File: config.mk
export PLATFORM = sky130hd
export DESIGN_NAME = spinor_cmd_engine
export DESIGN_NICKNAME = d
export VERILOG_FILES = /design/src/rtl/spinor_pkg.sv /design/src/rtl/spinor_id_rom.sv /design/src/rtl/spinor_store.sv /design/src/rtl/spinor_cmd_fsm.sv /design/src/rtl/spinor_cmd_engine.sv
export SDC_FILE = /design/constraint.sdc
export NUM_CORES = 2
export LEC_CHECK = 0
export BUFFER_PORTS_ARGS = -buffer_cell sky130_fd_sc_hd__clkbuf_2
export CAP_MARGIN = 25
export CORE_MARGIN = 8
export CORE_UTILIZATION = 47
export DETAILED_ROUTE_END_ITERATION = 16
export GPL_ROUTABILITY_DRIVEN = 0
export PLACE_DENSITY_LB_ADDON = 0.3
export SYNTH_ARGS = -nofsm -noshare
export SYNTH_HDL_FRONTEND = slang
export SYNTH_SLANG_ARGS = --single-unit
File: constraint.sdc
create_clock -name clk -period 3.38 [get_ports clk]
set_input_delay 0.507 -clock clk [delete_from_list [all_inputs] [get_ports clk]]
set_output_delay 0.507 -clock clk [all_outputs]
set_load 0.01 [all_outputs]
File: src/rtl/spinor_pkg.sv
package spinor_pkg;

    typedef enum logic [2:0] {
        ST_IDLE,
        ST_ADDR,
        ST_DUMMY,
        ST_READ,
        ST_PROG,
        ST_IDOUT,
        ST_STAT,
        ST_ZERO
    } eng_state_t;

    localparam int ID_RSP_BYTES = 6;

    localparam logic [7:0] OPC_WR_EN      = 8'h06;
    localparam logic [7:0] OPC_WR_DIS     = 8'h04;
    localparam logic [7:0] OPC_STATUS     = 8'h05;
    localparam logic [7:0] OPC_IDENT      = 8'h9F;
    localparam logic [7:0] OPC_RD         = 8'h03;
    localparam logic [7:0] OPC_RD_W       = 8'h13;
    localparam logic [7:0] OPC_RD_FAST    = 8'h0B;
    localparam logic [7:0] OPC_RD_FAST_W  = 8'h0C;
    localparam logic [7:0] OPC_RD_X2      = 8'h3B;
    localparam logic [7:0] OPC_RD_X2_W    = 8'h3C;
    localparam logic [7:0] OPC_RD_X4      = 8'h6B;
    localparam logic [7:0] OPC_RD_X4_W    = 8'h6C;
    localparam logic [7:0] OPC_RD_IO2     = 8'hBB;
    localparam logic [7:0] OPC_RD_IO2_W   = 8'hBC;
    localparam logic [7:0] OPC_PROG       = 8'h02;
    localparam logic [7:0] OPC_PROG_W     = 8'h12;
    localparam logic [7:0] OPC_ERASE_ALL  = 8'hC7;
    localparam logic [7:0] OPC_ERASE_ALT  = 8'h60;
    localparam logic [7:0] OPC_RST_ARM    = 8'h66;
    localparam logic [7:0] OPC_RST_DO     = 8'h99;

    function automatic logic op_is_read(input logic [7:0] op);
        case (op)
            OPC_RD, OPC_RD_W, OPC_RD_FAST, OPC_RD_FAST_W, OPC_RD_X2, OPC_RD_X2_W,
            OPC_RD_X4, OPC_RD_X4_W, OPC_RD_IO2, OPC_RD_IO2_W: return 1'b1;
            default: return 1'b0;
        endcase
    endfunction

    function automatic logic op_is_prog(input logic [7:0] op);
        return (op == OPC_PROG) || (op == OPC_PROG_W);
    endfunction

    function automatic logic [2:0] op_addr_bytes(input logic [7:0] op);
        case (op)
            OPC_RD_W, OPC_RD_FAST_W, OPC_RD_X2_W, OPC_RD_X4_W,
            OPC_RD_IO2_W, OPC_PROG_W: return 3'd4;
            default: return 3'd3;
        endcase
    endfunction

    function automatic logic [1:0] op_dummy_bytes(input logic [7:0] op);
        case (op)
            OPC_RD_FAST, OPC_RD_FAST_W, OPC_RD_X2, OPC_RD_X2_W,
            OPC_RD_X4, OPC_RD_X4_W: return 2'd1;
            OPC_RD_IO2, OPC_RD_IO2_W: return 2'd2;
            default: return 2'd0;
        endcase
    endfunction

endpackage

File: src/rtl/spinor_id_rom.sv
module spinor_id_rom #(
    parameter int          ID_LEN  = 3,
    parameter logic [8*ID_LEN-1:0] ID_CODE = '0
) (
    output logic [8*spinor_pkg::ID_RSP_BYTES-1:0] id_flat
);
    localparam int NB = spinor_pkg::ID_RSP_BYTES;

    for (genvar j = 0; j < NB; j++) begin : g_byte
        if (j < ID_LEN) begin : g_code
            assign id_flat[8*j +: 8] = ID_CODE[8*(ID_LEN-1-j) +: 8];
        end else begin : g_pad
            assign id_flat[8*j +: 8] = 8'h00;
        end
    end
endmodule

File: src/rtl/spinor_store.sv
module spinor_store #(
    parameter int MEM_BYTES = 256,
    localparam int ADDR_W = $clog2(MEM_BYTES)
) (
    input  logic              clk,
    input  logic              rst,
    input  logic              erase_go,
    input  logic              wr_en,
    input  logic [ADDR_W-1:0] addr,
    input  logic [7:0]        wr_data,
    output logic [7:0]        rd_data
);
    logic [7:0] mem [MEM_BYTES];

    always_ff @(posedge clk) begin
        if (rst || erase_go) begin
            for (int i = 0; i < MEM_BYTES; i++) begin
                mem[i] <= 8'hFF;
            end
        end else if (wr_en) begin
            mem[addr] <= mem[addr] & wr_data;
        end
    end

    assign rd_data = mem[addr];
endmodule

File: src/rtl/spinor_cmd_fsm.sv
module spinor_cmd_fsm
    import spinor_pkg::*;
#(
    parameter int MEM_BYTES = 256,
    localparam int ADDR_W = $clog2(MEM_BYTES)
) (
    input  logic                     clk,
    input  logic                     rst,
    input  logic                     sel,
    input  logic                     byte_stb,
    input  logic [7:0]               tx_byte,
    input  logic [7:0]               rd_data,
    input  logic [8*ID_RSP_BYTES-1:0] id_flat,
    output logic [ADDR_W-1:0]        addr,
    output logic                     wr_en,
    output logic                     erase_go,
    output logic                     rsp_vld,
    output logic [7:0]               rsp_byte,
    output logic                     erase_rej,
    output eng_state_t               state,
    output logic                     wel
);
    eng_state_t        state_q;
    logic [7:0]        op_q;
    logic [ADDR_W-1:0] addr_q;
    logic [2:0]        cnt_q;
    logic              wel_q;
    logic              rst_arm_q;
    logic              take;
    logic              is_erase;

    assign take     = sel && byte_stb;
    assign is_erase = (tx_byte == OPC_ERASE_ALL) || (tx_byte == OPC_ERASE_ALT);
    assign addr     = addr_q;
    assign wr_en    = take && (state_q == ST_PROG);
    assign erase_go = take && (state_q == ST_IDLE) && is_erase && wel_q;
    assign state    = state_q;
    assign wel      = wel_q;

    always_ff @(posedge clk) begin
        if (rst) begin
            state_q   <= ST_IDLE;
            op_q      <= 8'h00;
            addr_q    <= '0;
            cnt_q     <= 3'd0;
            wel_q     <= 1'b0;
            rst_arm_q <= 1'b0;
            rsp_vld   <= 1'b0;
            rsp_byte  <= 8'h00;
            erase_rej <= 1'b0;
        end else begin
            rsp_vld   <= 1'b0;
            erase_rej <= 1'b0;
            if (!sel) begin
                state_q <= ST_IDLE;
                if (state_q == ST_PROG) wel_q <= 1'b0;
            end else if (byte_stb) begin
                rsp_vld  <= 1'b1;
                rsp_byte <= 8'h00;
                case (state_q)
                    ST_IDLE: begin
                        op_q      <= tx_byte;
                        rst_arm_q <= (tx_byte == OPC_RST_ARM);
                        if (tx_byte == OPC_WR_EN) begin
                            wel_q <= 1'b1;
                        end else if (tx_byte == OPC_WR_DIS) begin
                            wel_q <= 1'b0;
                        end else if (tx_byte == OPC_STATUS) begin
                            state_q <= ST_STAT;
                        end else if (tx_byte == OPC_IDENT) begin
                            state_q <= ST_IDOUT;
                            cnt_q   <= 3'd0;
                        end else if (is_erase) begin
                            if (wel_q) wel_q <= 1'b0;
                            else       erase_rej <= 1'b1;
                        end else if (tx_byte == OPC_RST_DO) begin
                            if (rst_arm_q) wel_q <= 1'b0;
                        end else if (tx_byte == OPC_RST_ARM) begin
                            state_q <= ST_IDLE;
                        end else if (op_is_read(tx_byte) || op_is_prog(tx_byte)) begin
                            state_q <= ST_ADDR;
                            cnt_q   <= op_addr_bytes(tx_byte) - 3'd1;
                            addr_q  <= '0;
                        end else begin
                            state_q <= ST_ZERO;
                        end
                    end
                    ST_ADDR: begin
                        addr_q <= ADDR_W'({addr_q, tx_byte});
                        if (cnt_q != 3'd0) begin
                            cnt_q <= cnt_q - 3'd1;
                        end else if (op_dummy_bytes(op_q) != 2'd0) begin
                            state_q <= ST_DUMMY;
                            cnt_q   <= {1'b0, op_dummy_bytes(op_q)} - 3'd1;
                        end else if (op_is_prog(op_q)) begin
                            state_q <= wel_q ? ST_PROG : ST_ZERO;
                        end else begin
                            state_q <= ST_READ;
                        end
                    end
                    ST_DUMMY: begin
                        if (cnt_q == 3'd0) state_q <= ST_READ;
                        else               cnt_q   <= cnt_q - 3'd1;
                    end
                    ST_READ: begin
                        rsp_byte <= rd_data;
                        addr_q   <= addr_q + ADDR_W'(1);
                    end
                    ST_PROG: begin
                        addr_q <= addr_q + ADDR_W'(1);
                    end
                    ST_IDOUT: begin
                        rsp_byte <= id_flat[8*cnt_q +: 8];
                        if (cnt_q == 3'(ID_RSP_BYTES - 1)) begin
                            state_q <= ST_IDLE;
                            cnt_q   <= 3'd0;
                        end else begin
                            cnt_q <= cnt_q + 3'd1;
                        end
                    end
                    ST_STAT: begin
                        rsp_byte <= {6'b0, wel_q, 1'b0};
                    end
                    default: begin
                        rsp_byte <= 8'h00;
                    end
                endcase
            end
        end
    end
endmodule

File: src/rtl/spinor_cmd_engine.sv
module spinor_cmd_engine
    import spinor_pkg::*;
#(
    parameter int                  MEM_BYTES = 256,
    parameter int                  ID_LEN    = 3,
    parameter logic [8*ID_LEN-1:0] ID_CODE   = 24'h5A3108
) (
    input  logic       clk,
    input  logic       rst,
    input  logic       sel,
    input  logic       byte_stb,
    input  logic [7:0] tx_byte,
    output logic       rsp_vld,
    output logic [7:0] rsp_byte,
    output logic       erase_rej
);
    localparam int ADDR_W = $clog2(MEM_BYTES);

    logic [8*ID_RSP_BYTES-1:0] id_flat;
    logic [ADDR_W-1:0]         addr;
    logic [7:0]                rd_data;
    logic                      wr_en;
    logic                      erase_go;
    logic                      wel;
    eng_state_t                state;

    spinor_id_rom #(.ID_LEN(ID_LEN), .ID_CODE(ID_CODE)) u_id (
        .id_flat (id_flat)
    );

    spinor_store #(.MEM_BYTES(MEM_BYTES)) u_store (
        .clk      (clk),
        .rst      (rst),
        .erase_go (erase_go),
        .wr_en    (wr_en),
        .addr     (addr),
        .wr_data  (tx_byte),
        .rd_data  (rd_data)
    );

    spinor_cmd_fsm #(.MEM_BYTES(MEM_BYTES)) u_fsm (
        .clk       (clk),
        .rst       (rst),
        .sel       (sel),
        .byte_stb  (byte_stb),
        .tx_byte   (tx_byte),
        .rd_data   (rd_data),
        .id_flat   (id_flat),
        .addr      (addr),
        .wr_en     (wr_en),
        .erase_go  (erase_go),
        .rsp_vld   (rsp_vld),
        .rsp_byte  (rsp_byte),
        .erase_rej (erase_rej),
        .state     (state),
        .wel       (wel)
    );
endmodule

==> results.md <==
- Count of placed standard cells in the final layout, fillers left out: 10130
- Post-route antenna net violation count: 0
- Initial Util: 0.472
- Count of mapped cells out of synthesis: 6645
- Crit path arrival time: 4.41 ns
- Port bufs: 21
- Max Freq: 261 MHz
- CTS tree: yes
- Share of layout cells above drive strength 1: 0.260
- Run status: finished, violations left
- Top-count cell post-synth: nand2_1
- Mapped Area: 92900 µm²
- HPWL after detailed placement: 185 mm
- Most used standard cells in the synthesized netlist: nand2_1 (2156), edfxtp_1 (2048), mux4_2 (497)
- Number of primary I/O pins: 22
- Power density over cell area: 492 nW/µm²
- Largest buffer count on any clock path: 3
- Share of power burned in the clock network: 0.422
- Number of synthesized flops with an enable pin: 2048
- Switch share: 0.224
- Clock Skews: 0.0354 ns
- Most common flop cell mapped by yosys: edfxtp_1
- Wire length reported by the detailed router: 283 mm
- Number of nets in the synthesized netlist: 6668
- Post-synthesis cell type count: 67
- Crit Path Class: flip-flop to flip-flop
- Setup repair after global routing missed its margin: true
- Area after DPL: 102000 µm²
- Part of the Yosys area used for sequential elements: 0.671
- Design internal power: 42400 µW
- Max rail drop VDD: 0.524 mV
- Logic gate share of total power: 0.059
- Post-DR vias/cell: 6.10
- Post-synthesis sequential element count: 2090
- Clock transition at the registers of the reported paths: 0.06 ns
- Via total after detailed routing: 61838
- Slew Limit Fails: 0
- # rows: 163
- Ys async rst share: 0
- Worst rel slew slack: 0.413
- Number of nets in the final layout: 7331
- Type of destination of the critical path: flip-flop
- Area growth from synthesis to layout: 19.6%
- MaxCap Viol Count: 0
- H-Tree Level Count: 4
- Syn. warnings: 0
- Share of the synthesized area in the top cell type: 0.662
- Slew at the pin closest to its max-slew limit: 0.877 ns
- Chip Width: 461 µm
- Leakage component of the power: 0.0277 µW
- Global-route usage over all layers: 0.258
- Final-layout fill cell count: 15305
- Global-route wire length before repair: 407 mm
- Die Height: 461 µm
- Setup slack, reg-to-reg: -0.45 ns
- Number of remaining DRC errors: 0
- Number of antenna violations at the first check in global routing: 3
- Clock buffer count from CTS: 207
- Design area: 111000 µm²
- Final period util: 1.13
- Routed wirelength normalized by instance count: 28.0 µm
- Worst EP required: 3.96 ns
- Clock tree sinks: 2090
- Part of the total power dissipated in sequential elements: 0.519
- Biggest area consumer among synthesized cells: edfxtp_1
- Area contributors post-synth: edfxtp_1 (66%), mux4_2 (12%), nand2_1 (8.7%)
- Avg Inst Size Synth: 14.0 µm²
- Shortest period the worst path allows: 3.83 ns
- Final setup slack of the worst path: -0.446 ns
- Number of iterations in the first detailed-routing pass: 7
- Crit path largest cell delay: 0.58 ns
- Kind of start point of the critical path: flip-flop
- Family with the most delay on the worst path: multiplexers
- Number of global-route vias before repair: 60460
- Initial DRC Count: 8415
- Total grt overflow: 0
- Largest fanout of any net on the critical path: 15
- Buffering stage count on the worst path with inverters included: 7
- Class of the tightest hold or removal check: primary input to flip-flop
- Core area: 197000 µm²
- Master of the slowest instance on the critical path: mux4_2
- Final Setup Violations: 2048
- Failing checks: negative setup slack
- Cell Count Post-Placement: 9632
- Skew-Pair Late Insertion Delay: 0.87 ns
- Total Die Area: 212000 µm²
- Total net switching power: 12200 µW
- Number of hold violations in the final report: 0
- End-of-flow core utilization: 0.564
- Placement-stage worst setup slack: -0.503 ns
- Maximum number of pins on one net before global-route repair: 101
- Worst-path cell chain: buf_12 -> buf_16 -> buf_16 -> mux4_2 -> mux4_2 -> a22oi_2 -> nand3_1 -> o21a_1 -> nand4_1 -> buf_4 -> buf_12 -> buf_8 -> clkbuf_16 -> nand2_2
- Clock root cell: clkbuf_16
[registers in the layout, summed over array words and instances, names as in the netlist, named ones only]
signal / flops
u_fsm.addr: 8
u_fsm.cnt_q: 3
u_fsm.erase_rej: 1
u_fsm.op_q: 8
u_fsm.rsp_byte: 8
u_fsm.rsp_vld: 1
u_fsm.rst_arm_q: 1
u_fsm.state: 3
u_fsm.wel: 1
u_store.mem: 2048
[area by class of cell]
cell class	count	area [µm²]	area share
antenna	4	10.0	0.0000901
sequential	2090	62400	0.561
timing repair buffer	1002	10500	0.0947
tap	2640	3300	0.0297
inverter	14	55.1	0.000496
multi-input combinational	3993	28100	0.253
clock inverter	138	1330	0.0120
clock buffer	249	5390	0.0485
[power groups by stage]
stage                     registers [µW]  logic [µW]  clock network, µW
after floorplan                    28900        1450                  0
after global placement             28900        2750                  0
after detailed placement           28900        2790                  0
after CTS                          28400        3080              23200
after global routing               28400        3370              24200
final                              28400        3240              23100
[per-layer routing]
metal | vias to the layer above | global-route usage | share of wire
met3 | 661 | 0.0598 | 0.11
met4 | 4 | 0.113 | 0.051
met5 | - | 0 | 0.00016
met2 | 3896 | 0.405 | 0.46
met1 | 31335 | 0.348 | 0.37
li1 | 25942 | - | -
[metrics by stage]
step | TNS, ns | power, µW | hold WS, ns
3_3_place_gp | -658.85 | 31700 | 0.455
2_1_floorplan | 0 | 30400 | 0.437
3_5_place_dp | -681.94 | 31700 | 0.451
6_report | -589.72 | 54700 | 0.0975
4_1_cts | -440.74 | 54600 | 0.0279
5_1_grt | -603.98 | 55900 | 0.0886
[final timing paths]
path	cells after the start	end	startpoint
setup / recovery	14	u_store.mem[194][2]$_SDFFCE_PN1P_	flip-flop
hold / removal	3	u_fsm.op_q[3]$_SDFFE_PP0P_	tx_byte[3]
setup reg to reg	14	u_store.mem[194][2]$_SDFFCE_PN1P_	flip-flop
hold reg to reg	2	u_fsm.rst_arm_q$_SDFFE_PP0P_	u_fsm.rst_arm_q$_SDFFE_PP0P_
[cell usage in the layout (no fill, tap or decap), drive strengths merged, types with 15 or more instances in the layout]
| master | synthesis | layout |
|---|---|---|
| clkbuf | 194 | 282 |
| edfxtp | 2048 | 2048 |
| clkinv | 0 | 101 |
| inv | 14 | 25 |
| a21oi | 33 | 33 |
| nor2b | 41 | 41 |
| o21ai | 298 | 298 |
| nand2b | 24 | 24 |
| nand3 | 54 | 54 |
| a22oi | 53 | 53 |
| bufinv | 0 | 19 |
| nor2 | 330 | 330 |
| mux2i | 133 | 133 |
| mux2 | 37 | 37 |
| dfxtp | 42 | 42 |
| buf | 354 | 960 |
| nor3 | 22 | 22 |
| o22ai | 59 | 59 |
| a211oi | 42 | 42 |
| a211o | 15 | 15 |
| mux4 | 497 | 497 |
| nand2 | 2156 | 2156 |
[worst min-delay path, cell delays in order]
cell	delay (ns)
clkbuf_2	0.22
nand2_1	0.11
a21oi_1	0.05
[kinds of logic after synthesis]
group | share of synthesized area
xor gates and xnor gates | 0.000377
adders and majority gates | 0.00148
muxes | 0.139
and+or+nand+nor | 0.115
AOI/OAI and AO/OA | 0.0412
buffers and inverters | 0.0321
DFF | 0.671
[timing repair]
action,in CTS,in global routing
cloned,22,12
pin swaps,12,25
endpoints found under the hold margin,3,0
gates resized for setup,104,108
setup buffers,45,31
endpoints found under the setup margin,2052,2052
hold buffers,1,0
Note: power is estimated with default switching activity, not from simulation.
